<file path="config.mk">
export PLATFORM = sky130hd
export DESIGN_NAME = dual_mode_timer
export DESIGN_NICKNAME = d
export VERILOG_FILES = /design/src/rtl/dual_mode_timer.sv
export SDC_FILE = /design/constraint.sdc
export NUM_CORES = 1
export LEC_CHECK = 0
export BUFFER_PORTS_ARGS = -buffer_cell sky130_fd_sc_hd__buf_2
export CELL_PAD_IN_SITES_DETAIL_PLACEMENT = 0
export CELL_PAD_IN_SITES_GLOBAL_PLACEMENT = 2
export CORE_UTILIZATION = 23
export DETAILED_ROUTE_END_ITERATION = 8
export PLACE_DENSITY_LB_ADDON = 0.1
export SYNTH_ARGS = -nofsm -noshare
export SYNTH_HDL_FRONTEND = slang
export SYNTH_SLANG_ARGS = --single-unit
</file>
<file path="constraint.sdc">
create_clock -name clk -period 7.2 [get_ports clk]
set_input_delay 0.36 -clock clk [delete_from_list [all_inputs] [get_ports clk]]
set_output_delay 0.36 -clock clk [all_outputs]
set_load 0.01 [all_outputs]
</file>
<file path="src/rtl/dual_mode_timer.sv">
module dual_mode_timer #(
  parameter int CW = 16,
  parameter int AW = 3
) (
  input  logic          clk,
  input  logic          rst_n,
  input  logic          bus_wr,
  input  logic [AW-1:0] bus_addr,
  input  logic [CW-1:0] bus_wdata,
  output logic [CW-1:0] bus_rdata,
  input  logic          tick1,
  input  logic          tick2,
  input  logic          cap_in,
  output logic          tog_out,
  output logic          irq1,
  output logic          irq2
);
  localparam logic [AW-1:0] A_CNT1 = AW'(0);
  localparam logic [AW-1:0] A_RELA = AW'(1);
  localparam logic [AW-1:0] A_CNT2 = AW'(2);
  localparam logic [AW-1:0] A_REGB = AW'(3);
  localparam logic [AW-1:0] A_CTRL = AW'(4);
  localparam logic [AW-1:0] A_STAT = AW'(5);
  localparam int CTLW = 8;

  logic [CW-1:0] cnt1, rela, cnt2, regb;
  logic [CTLW-1:0] ctrl;
  logic pend_a, pend_b, pend_d;
  logic sy1, sy2, sy3;

  wire mode_cap  = ctrl[0];
  wire tog_en    = ctrl[1];
  wire tog_init  = ctrl[2];
  wire fall_sel  = ctrl[3];
  wire preset_en = ctrl[4];
  wire ien_a     = ctrl[5];
  wire ien_b     = ctrl[6];
  wire ien_d     = ctrl[7];

  wire wr_cnt1 = bus_wr && bus_addr == A_CNT1;
  wire wr_rela = bus_wr && bus_addr == A_RELA;
  wire wr_cnt2 = bus_wr && bus_addr == A_CNT2;
  wire wr_regb = bus_wr && bus_addr == A_REGB;
  wire wr_ctrl = bus_wr && bus_addr == A_CTRL;
  wire wr_stat = bus_wr && bus_addr == A_STAT;
  wire [2:0] clr = wr_stat ? bus_wdata[2:0] : 3'b000;

  wire cap_hit = mode_cap && (fall_sel ? (sy3 && !sy2) : (!sy3 && sy2));
  wire force_ff = cap_hit && preset_en;
  wire unf1 = tick1 && cnt1 == '0 && !wr_cnt1;
  wire unf2 = tick2 && cnt2 == '0 && !wr_cnt2 && !force_ff;

  always_ff @(posedge clk or negedge rst_n)
    if (!rst_n) {sy1, sy2, sy3} <= 3'b000;
    else        {sy1, sy2, sy3} <= {cap_in, sy1, sy2};

  always_ff @(posedge clk or negedge rst_n)
    if (!rst_n) begin
      rela <= '0;
      ctrl <= '0;
    end else begin
      if (wr_rela) rela <= bus_wdata;
      if (wr_ctrl) ctrl <= bus_wdata[CTLW-1:0];
    end

  always_ff @(posedge clk or negedge rst_n)
    if (!rst_n)         cnt1 <= '0;
    else if (wr_cnt1)   cnt1 <= bus_wdata;
    else if (tick1)     cnt1 <= (cnt1 == '0) ? rela : cnt1 - 1'b1;

  always_ff @(posedge clk or negedge rst_n)
    if (!rst_n)         cnt2 <= '0;
    else if (force_ff)  cnt2 <= '1;
    else if (wr_cnt2)   cnt2 <= bus_wdata;
    else if (tick2)     cnt2 <= (cnt2 != '0) ? cnt2 - 1'b1 : (mode_cap ? '1 : regb);

  always_ff @(posedge clk or negedge rst_n)
    if (!rst_n)         regb <= '0;
    else if (cap_hit)   regb <= cnt2;
    else if (wr_regb)   regb <= bus_wdata;

  always_ff @(posedge clk or negedge rst_n)
    if (!rst_n)                tog_out <= 1'b0;
    else if (wr_ctrl)          tog_out <= bus_wdata[2];
    else if (unf1 && tog_en)   tog_out <= !tog_out;

  always_ff @(posedge clk or negedge rst_n)
    if (!rst_n) begin
      pend_a <= 1'b0;
      pend_b <= 1'b0;
      pend_d <= 1'b0;
    end else begin
      pend_a <= unf1    || (pend_a && !clr[0]);
      pend_b <= cap_hit || (pend_b && !clr[1]);
      pend_d <= unf2    || (pend_d && !clr[2]);
    end

  assign irq1 = pend_a && ien_a;
  assign irq2 = (pend_b && ien_b) || (pend_d && ien_d);

  always_comb begin
    bus_rdata = '0;
    case (bus_addr)
      A_CNT1:  bus_rdata = cnt1;
      A_RELA:  bus_rdata = rela;
      A_CNT2:  bus_rdata = cnt2;
      A_REGB:  bus_rdata = regb;
      A_CTRL:  bus_rdata = CW'(ctrl);
      A_STAT:  bus_rdata = CW'({pend_d, pend_b, pend_a});
      default: bus_rdata = '0;
    endcase
  end

  p_reload_r3: assert property (@(posedge clk) disable iff (!rst_n)
    unf1 |=> (cnt1 == $past(rela) && pend_a));
  p_toggle_r4: assert property (@(posedge clk) disable iff (!rst_n)
    (unf1 && tog_en && !wr_ctrl) |=> tog_out != $past(tog_out));
  p_hold_r4: assert property (@(posedge clk) disable iff (!rst_n)
    (!tog_en && !wr_ctrl) |=> $stable(tog_out));
  p_no_cap_dual_r6: assert property (@(posedge clk) disable iff (!rst_n)
    (!mode_cap && !wr_regb) |=> $stable(regb));
  p_capture_r7: assert property (@(posedge clk) disable iff (!rst_n)
    cap_hit |=> (regb == $past(cnt2) && pend_b));
  p_preset_r9: assert property (@(posedge clk) disable iff (!rst_n)
    force_ff |=> cnt2 == '1);
  p_wrap_r10: assert property (@(posedge clk) disable iff (!rst_n)
    (mode_cap && unf2) |=> (cnt2 == '1 && pend_d));
  p_set_wins_r12: assert property (@(posedge clk) disable iff (!rst_n)
    (wr_stat && bus_wdata[0] && !unf1) |=> !pend_a);
endmodule

</file>
---- Word level (Yosys, flattened, before mapping) ----
Cells that the tools add are included.
cells by class
  eq/ne operators ......................... 5
  reduce and logical (&&, ||, !) cells .... 43
  add/subtract/negate cells ............... 2
  multiplexer cells ....................... 15
operators with widths
  kind                                                                   count
  16-bit 2-to-1 mux                                                      10
  16-bit one-hot mux with 6 select lines                                 1
  16-bit logical NOT                                                     2
  16-bit by 1-bit subtractor with 16-bit output (second input constant)  2
  1-bit logical AND                                                      22
  16-bit nonzero test                                                    1
  1-bit logical NOT                                                      9
  3-bit by 2-bit == test with 1-bit output (second input constant)       2
  3-bit == test (second input constant)                                  2
  2-bit nonzero test                                                     3
  1-bit logical OR                                                       4
  3-bit by 1-bit == test with 1-bit output (second input constant)       1
  3-bit logical NOT                                                      1
  1-bit 2-to-1 mux                                                       3
  3-bit 2-to-1 mux                                                       1
  3-bit nonzero test                                                     1
storage, ports and cells
  register bits after elaboration ......... 79
  output and inout bits ................... 19

---- Depth between registers and ports, before layout ----
Gate-level depths: netlist of run 1.
  word-level depth ........................ 8
  mapped depth ............................ 8
  depth with buffers taken out ............ 7

---- Worst setup path after synthesis of run 1 ----
No wires, ideal clock.
  path type ............................... input -> output
  start point ............................. in bus_addr[0]
  end point ............................... out bus_rdata[0]
  slack ................................... 4.921 ns
  path buffers ............................ 3
  arrival ................................. 1.919 ns
  cell stages on the path ................. 7
  path through ............................ buf_2 buf_1 clkbuf_1 inv_1 nor3_1 a21oi_1 o22ai_1
on the way
  longest elaborated chain between the ends .. 2
  elaborated cells between the ends (all ways) .. 7
RTL lines
  what                                      line  source
  from (decl)                               8     input logic [AW-1:0] bus_addr,
  3-bit == test (tied with other cells)     103   case (bus_addr)
  16-bit one-hot mux with 6 select lines *  103
  to (decl)                                 10    output logic [CW-1:0] bus_rdata,
Every way passes the cells marked *; elsewhere a longest branch is shown, timed or not.

---- Worst setup path after layout of run 1 ----
  start point ............................. in bus_addr[1]
  end point ............................... reg cnt2[9]
on the way
  longest elaborated chain between the ends .. 4
  elaborated cells between the ends (all ways) .. 5
RTL lines
  what                                        line  source
  3-bit by 2-bit == test with 1-bit output *  42    wire wr_cnt2 = bus_wr && bus_addr == A_CNT2;
  1-bit logical AND *                         42
  16-bit 2-to-1 mux                           74    else if (wr_cnt2) cnt2 <= bus_wdata;
  16-bit 2-to-1 mux                           73    else if (force_ff) cnt2 <= '1;
  to (signal assigned)                        74
  to (signal assigned)                        75    else if (tick2) cnt2 <= (cnt2 != '0) ? cnt2 - 1'b1 : (mode_cap ? '1 : regb);
  to (decl)                                   26    logic [CW-1:0] cnt1, rela, cnt2, regb;
Marks and branches as above.
A chain may end at the register's enable or synchronous reset.

==> metrics, run 1 <==
status=finished, violations left; failing checks=DRC; Syn Area/Cell=between 9 and 10 sq um; total track usage=18.5%; Max-slew headroom=approximately a quarter; max-slew violations=0; die footprint=between 20000 and 25000 sq um; Critical Path Source Type=input pin; commonest non-fill, non-tap cell in the layout=dfrtp_1; Post-DRT Antenna Nets=0; 1st-iter DRT viols=around 330; nets@finish=between 600 and 700; most frequent cells in the layout=dfrtp_1, o21ai_0, nand2_1; mapped cell area=around 5200 sq um; clock-pin slew on the worst setup and hold paths=70 ps; crit path kind=input pin to flip-flop; worst skew pair latency=~350 ps; Syn Nets=approximately 590; Ant. Diodes=0; ys flop type=dfrtp_1; sw frac=39.9%; vias after detailed routing=4682; RSZ-0062 raised after global routing=no; setup TNS=0 ps; Total Wirelength=20700 um; Initial Utilization=between 20% and 30%; flops & latches, synth=79; H-tree depth=3; input/output buffers=43; clk_skew=between 5 and 6 ps; Comb pwr share=31.1%; sequential share of power=between 40% and 50%; Sw Pwr=~0.76 mW; Req. time, crit path=7470 ps; final period utilization=38.6%; Area growth, synth to finish=14.8%; total congestion overflow=0; vias in the first global route=4684; Max Root-Sink Buffers=2; async set or reset register ratio after synthesis=100%; hold crit path type=input pin to flip-flop; fin cells=roughly 870; WL per Instance=between 20 and 25 um; routability cong.=between 0.7 and 0.8; pwr dens=between 300 and 400 nW/um^2; Die W=roughly 150 um; crit-path max FO=32; DR DRC count=3; Cell variety after synth=between 60 and 70; largest net degree at the start of global routing=56; Hold Vio Cnt, Final=0; first-pass GRT wire length=around 32000 um; CTS Buf Count=9; DRT Pass-1 Iters=8; die height=between 150 and 200 um; setup bufs post-CTS=0; min cycle time layout=2780 ps; hold slack=122 ps; Core Area=around 22000 sq um; initial antenna violation count=0; Syn Inst Count=between 500 and 600; CTS tree=done; crit path DAT=approximately 3100 ps; Sink Count=between 70 and 80; Int Pwr=about 1.1 mW; Root Buffer=clkbuf_16; P_leak=between 2 and 2.5 nW; share of layout cells above drive strength 1=around 19%; max_cap viols=0; HPWL after DPL=around 14000 um; Final Setup Violations=0; CP Capture Type=flip-flop; DP Cell Count=851; Post-synth EDFFs=0; Slew @ Worst Pin=1140 ps; Seq/Total Area, Yosys=about two fifths; Cell Rows=54; Worst VDD drop=0.113 mV; Fmax=roughly 0.36 GHz; via/cell ratio=around 5.4; Warnings, synthesis=0; clock group share of total power=between 20% and 30%; I/O pin count=between 40 and 50
final cells by class:
| class | instances | area [sq um] |
|---|---|---|
| clock buffer | 11 | 243 |
| fill | 2344 | 16000 |
| clock inverter | 5 | 56.3 |
| multi-input combinational | 424 | 2980 |
| inverter | 18 | 67.6 |
| tap | 280 | 350 |
| sequential | 79 | 1980 |
| timing repair buffer | 51 | 280 |
registers in the layout, indices dropped and copies added, names as in the netlist:
signal / count
regb: 16
tog_out: 1
ctrl: 8
cnt1: 16
pend_a: 1
rela: 16
pend_b: 1
sy1: 1
pend_d: 1
sy3: 1
cnt2: 16
sy2: 1
worst max-delay path, stage by stage:
cell	delay [ps]
buf_2	610
nand4bb_1	980
nand2_1	640
o21ai_0	150
a21boi_1	170
o21ai_1	120
cells in the mapped netlist (all sizes together) (2+ instances only):
cell     n  share of area [%]
dfrtp   79                 38
o21ai   68                6.6
nand2   51                3.7
clkbuf  31                2.2
a21oi   30                2.9
mux2i   27                5.2
mux2    22                4.8
nor3    22                2.1
nor2    20                1.4
inv     18                1.3
nand3   17                1.7
a31oi   15                1.8
nor3b   13                1.9
mux4    12                5.2
nor2b   11                1.3
o311ai  11                1.9
buf     10                1.4
or3      9                1.1
nor4     8                1.4
o22ai    7               0.84
and3     6               0.72
o31ai    6               0.87
xnor2    6                1.0
xor2     6                1.0
or4      5               0.87
ha       4               0.96
nand2b   4               0.48
a211oi   3               0.43
and2     3               0.36
a211o    2               0.34
a22o     2               0.34
a311oi   2               0.34
a31o     2               0.34
and4b    2               0.41
nand3b   2               0.29
nand4    2               0.24
nor4b    2               0.34
nor4bb   2               0.39
o211a    2               0.39
o22a     2               0.34
or4b     2               0.39
power groups by stage:
stage | clock (mW) | combinational [mW] | sequential (mW)
final | 0.486 | 0.591 | 0.823
after floorplan | 0 | 0.473 | 0.697
after detailed placement | 0 | 0.596 | 0.832
after global routing | 0.517 | 0.665 | 0.852
after CTS | 0.503 | 0.600 | 0.824
after global placement | 0 | 0.594 | 0.830
per-layer routing:
| layer | up-vias | GRT usage, % | part of all wire, % |
|---|---|---|---|
| met2 | 94 | 28.5 | 46 |
| met5 | - | 0 | 0 |
| li1 | 2150 | - | - |
| met1 | 2426 | 27.5 | 50 |
| met3 | 12 | 1.71 | 3.1 |
| met4 | 0 | 5.10 | 0.92 |
through the flow:
| step | setup slack [ps] | instance area (sq um) | utilization [%] | total power, mW |
|---|---|---|---|---|
| 2_1_floorplan | 4920 | 5190 | - | 1.17 |
| 3_3_place_gp | 4130 | 5650 | 25.7 | 1.42 |
| 3_5_place_dp | 4020 | 5650 | 25.7 | 1.43 |
| 4_1_cts | 4380 | 5960 | 27.1 | 1.93 |
| 5_1_grt | 4150 | 5960 | 27.1 | 2.03 |
| 6_report | 4420 | 5960 | 27.1 | 1.90 |
final timing paths:
| check | endpoint | slack [ps] | cells past startpoint | start |
|---|---|---|---|---|
| worst max-delay path | cnt2[9] | 4420 | 6 | bus_addr[1] |
| max in group asynchronous | cnt2[5] | 5580 | 3 | rst_n |
| worst min-delay path | sy1 | 120 | 1 | cap_in |
| worst min register to register | sy2 | 360 | 0 | sy1 |
| min in group asynchronous | regb[8] | 480 | 2 | rst_n |
| worst max register to register | cnt1[13] | 4430 | 5 | cnt1[3] |
timing repair:
action | CTS | global route
resized for setup | 0 | 0
hold buffers | 1 | 0
hold endpoints to repair | 24 | 0
kinds of logic (layout without fill, tap and decap cells):
kind of cell    Yosys count  in the layout  share of synthesized area [%]
mux                      61             61                           15.2
flops                    79             79                           38.1
fa+ha+maj                 4              4                          0.965
xor+xnor                 12             12                           2.03
simple gates            184            184                           19.7
compound gates          163            163                           19.1
buf+inv                  59             85                           4.92
No activity file was read; power rests on OpenSTA's default activity.
==> inputs of run 2 (changes only) <==
clock period = 2.3 ns   (was 7.2 ns; I/O delays follow)
==> run 2 against run 1 <==
The run still ends with DRC left. Via count up 3.5%. Count of clock-buffer cells in the layout unchanged. Die area unchanged. Critical path type is now flip-flop to flip-flop. Critical endpoint unchanged. Largest power group unchanged.
==> metrics, run 2 (synthesized netlist as in run 1, its figures left out) <==
1st-iter DRT viols=around 300; crit path DAT=~2500 ps; Initial Utilization=23.6%; DP Cell Count=900; slowest CP cell=or4_4; Cell Rows=between 50 and 60; Total Wirelength=a little over 20000 um; HPWL after DPL=roughly 15000 um; cell mode on critical path=or4_4; worst path cell trace=or4_4, or4_4, or4_1, a21boi_1, o21ai_1; via/cell ratio=~5.3; CP peak stage delay=around 600 ps; Placed Area=roughly 6000 sq um; pwr dens=around 980 nW/um^2; RSZ-0062 raised after global routing=yes; Area growth, synth to finish=22.9%; Ant. Diodes=0; Root Buffer=clkbuf_16; vias after detailed routing=a little under 5000; Hold Vio Cnt, Final=0; clk_skew=8.01 ps; routability cong.=~0.81; fin area=around 6400 sq um; Req. time, crit path=about 2500 ps; largest net degree at the start of global routing=between 40 and 50; Critical Path Source Type=flip-flop; worst skew pair latency=~350 ps; die footprint=23200 sq um; first-pass GRT wire length=roughly 31000 um; final core utilization=between 20% and 30%; total congestion overflow=0; P_leak=about 2.7 nW; share of layout cells above drive strength 1=25.8%; input/output buffers=43; initial antenna violation count=0; nets@finish=between 600 and 700; Final Setup Violations=0; most frequent cells in the layout=dfrtp_1, o21ai_0, buf_4; max_cap viols=0; status=finished, violations left; I/O pin count=between 40 and 50; hold crit path type=input pin to flip-flop; H-tree depth=3; fillcell total=~2300; die height=about 150 um; max-slew violations=0; Core Area=about 22000 sq um; crit path kind=flip-flop to flip-flop; fin cells=919; Post-DRT Antenna Nets=0; Sink Count=79; total track usage=a little under a fifth; Fmax=~0.44 GHz; min cycle time layout=about 2300 ps; Worst VDD drop=approximately 0.36 mV; Die W=~150 um; Max Root-Sink Buffers=2; DRT Pass-1 Iters=7; vias in the first global route=roughly 4800; CP Capture Type=flip-flop; hold slack=54.3 ps; crit-path max FO=5; WL per Instance=between 20 and 25 um; commonest non-fill, non-tap cell in the layout=dfrtp_1; Slew @ Worst Pin=approximately 650 ps; failing checks=DRC; final period utilization=98.6%; DR DRC count=3; clock-pin slew on the worst setup and hold paths=around 70 ps; CTS tree=done; CTS Buf Count=9; Max-slew headroom=56.9%
run 2: stage by stage:
step                setup slack (ps)  TNS (ps)  power, mW
floorplan                       52.1         0       3.66
global placement                65.7         0       4.73
detailed placement              45.7         0       4.74
CTS                             15.8         0       6.26
global route                  -0.300    -0.300       6.62
finish                          32.8         0       6.24
run 2: power by group:
| group | total [mW] | internal, mW | switching [mW] |
|---|---|---|---|
| Sequential | 2.39 | 1.83 | 0.563 |
| Combinational | 2.35 | 1.12 | 1.23 |
| Clock | 1.49 | 0.844 | 0.648 |
run 2: cell type report:
cell class	instances	area (sq um)	share of cell area, %
repair buffers	102	686	10.8
clock buffers	11	233	3.65
multi-input cells	424	3010	47.2
well taps	280	350	5.49
inverters	18	67.6	1.06
flip-flops and latches	79	1980	31.0
clock inverters	5	56.3	0.883
run 2: path summary, 6_finish.rpt:
check,start,endpoint,slack [ps],depth (start not counted)
setup / recovery,cnt2[3],cnt2[9],30,5
hold / removal,bus_wdata[13],cnt1[13],50,2
setup reg to reg,cnt2[3],cnt2[9],30,5
hold reg to reg,sy1,sy2,350,0
max in group asynchronous,rst_n,cnt1[0],1300,3
min in group asynchronous,rst_n,regb[8],320,2
run 2: timing repair:
| action | CTS | global route |
|---|---|---|
| setup buffers | 0 | 1 |
| gates resized for setup | 0 | 7 |
| hold buffers | 2 | 0 |
| hold endpoints to repair | 40 | 0 |
| setup endpoints to repair | 0 | 7 |
run 2: metal layers:
metal | vias up | wire (um) | GRT usage (%) | share of wire, %
met5 | - | 0 | 0 | 0
met4 | 0 | 238 | 5.44 | 1.2
met3 | 14 | 934 | 3.16 | 4.5
met2 | 112 | 9440 | 27.8 | 46
met1 | 2465 | 10000 | 26.2 | 49
li1 | 2257 | - | - | -
run 2: critical path: cells and delay by family (launching register included):
kind,cells,cell delay [ps]
AOI/OAI and AO/OA,2,240
DFF,1,390
and+or+nand+nor,3,1530
==> inputs of run 3 (changes only) <==
RECOVER_POWER = 25   (was default)
==> run 3 against run 2 <==
The flow still finishes with violations (DRC). Count of clock-buffer cells in the layout is the same. Maximum frequency barely moved. Worst hold slack gained 5.0 ps. Clock power hardly changed. Global-route usage unchanged. Sequential share of layout area up 0.079 points. Cell count unchanged. Critical endpoint unchanged. Largest cell class unchanged.
==> metrics, run 3 (synthesized netlist as in run 1, its figures left out) <==
Req. time, crit path=~2500 ps; largest net degree at the start of global routing=41; worst path cell trace=or4_4, or4_4, or4_1, a21boi_1, o21ai_1; Setup crit end=cnt2[9]; final core utilization=29.0%; Reg2Reg Capture Point=cnt2[9]; setup TNS=0 ps; 1st-iter DRT viols=285; vias after detailed routing=between 4000 and 5000; vias in the first global route=4787; DR DRC count=3; crit-path max FO=5; CTS tree=done; fin cells=about 920; most frequent cells in the layout=dfrtp_1, o21ai_0, buf_4; Cell Rows=54; Total Power=just over 6 mW; Worst VDD drop=~0.36 mV; Total Wirelength=just over 20000 um; Max-slew headroom=approximately 20%; Bufs and invs on worst path=0; max-slew violations=0; Final Setup Violations=0; crit path kind=flip-flop to flip-flop; WL per Instance=approximately 23 um; total congestion overflow=0; total track usage=between 15 and 20%; clock-pin slew on the worst setup and hold paths=70 ps; worst skew pair latency=between 300 and 400 ps; share of layout cells above drive strength 1=around a quarter; routability cong.=around 0.81; Initial Utilization=23.6%; Worst R2R Start=cnt2[3]; first-pass GRT wire length=31400 um; Die W=between 150 and 200 um; initial antenna violation count=0; Critical Path Source Type=flip-flop; Max Root-Sink Buffers=2; commonest non-fill, non-tap cell in the layout=dfrtp_1; die height=roughly 150 um; final setup margin=around 34 ps; worst reg-to-reg path cell count=5; Area growth, synth to finish=22.6%; timing startpoint of the critical path=cnt2[3]; Post-DRT Antenna Nets=0; Fmax=0.441 GHz; input/output buffers=43; DP Cell Count=900; status=finished, violations left; worst slack, placed=around 46 ps; via/cell ratio=5.27; family with the most delay on the worst path=simple AND/OR/NAND/NOR gates; crit path DAT=approximately 2500 ps; pwr dens=roughly 980 nW/um^2; r2r setup slk=about 34 ps; max_cap viols=0; die footprint=between 20000 and 25000 sq um; Core Area=22000 sq um; Root Buffer=clkbuf_16; I/O pin count=44; failing checks=DRC; slowest CP cell=or4_4; cell mode on critical path=or4_4; H-tree depth=3; Ant. Diodes=0; CTS Buf Count=9; WHS Path Cells=2; nets@finish=663; RSZ-0062 raised after global routing=yes; CP Capture Type=flip-flop; final period utilization=around 99%; DRT Pass-1 Iters=7; P_leak=roughly 2.7 nW; Slew @ Worst Pin=1200 ps; Levels on crit path=5; clk_skew=between 10 and 15 ps; min cycle time layout=approximately 2300 ps; HPWL after DPL=about 15000 um; Hold Vio Cnt, Final=0; hold crit path type=input pin to flip-flop; Sink Count=79; CP peak stage delay=roughly 590 ps
==> run 3: cell count changes in the layout (fill, tap and decap cells not counted) <==
| cell | change |
|---|---|
| clkbuf_4 | +1 |
| buf_12 | -1 |
| buf_2 | -1 |
| clkbuf_1 | +1 |
| buf_4 | -1 |
| clkbuf_2 | +1 |
==> run 3: worst min-delay path by stage <==
stage	startpoint	endpoint	slack (ps)
after detailed placement	rst_n	regb[9]	190
after global placement	rst_n	regb[8]	180
after global routing	bus_wdata[13]	cnt1[13]	60
after floorplan	rst_n	cnt1[0]	-180
after CTS	bus_wdata[13]	cnt1[13]	40
final	bus_wdata[13]	cnt1[13]	60
==> run 3: report_power, final <==
group	leakage (nW)	total (mW)	switching [mW]	internal (mW)
Clock	0.140	1.49	0.644	0.844
Combinational	1.62	2.35	1.23	1.12
Sequential	0.956	2.39	0.563	1.83
Total	2.72	6.23	2.44	3.79
==> run 3: worst register-to-register path: stages, from the launching register on <==
cell      delay (ps)
dfrtp_1          390
or4_4            590
or4_4            510
or4_1            420
a21boi_1         160
o21ai_1           80
==> run 3: repair_timing <==
item | in CTS | in global routing
hold buffers | 2 | 0
setup buffers | 0 | 1
endpoints found under the hold margin | 40 | 0
resized for setup | 0 | 7
endpoints found under the setup margin | 0 | 7
==> run 3: per-layer routing <==
layer  global-route usage (%)  routed length (um)  vias to the layer above
met1                     26.2               10100                     2471
met4                     5.44                 219                        0
met2                     27.8                9510                      100
met3                     3.16                 822                       16
met5                        0                   0                        -
li1                         -                   -                     2252
==> run 3: per-stage QoR <==
stage	area (sq um)	hold slack (ps)
global route	6360	61.0
global placement	6030	177
CTS	6340	41.8
floorplan	5190	-181
detailed placement	6030	185
finish	6360	59.2
==> run 3: final cells by class <==
class                           count  area (sq um)
Multi-Input combinational cell    424          3010
Clock inverter                      5          56.3
Clock buffer                       11           233
Timing Repair Buffer              102           669
Fill cell                        2328         15600
Sequential cell                    79          1980
Inverter                           18          67.6
Tap cell                          280           350
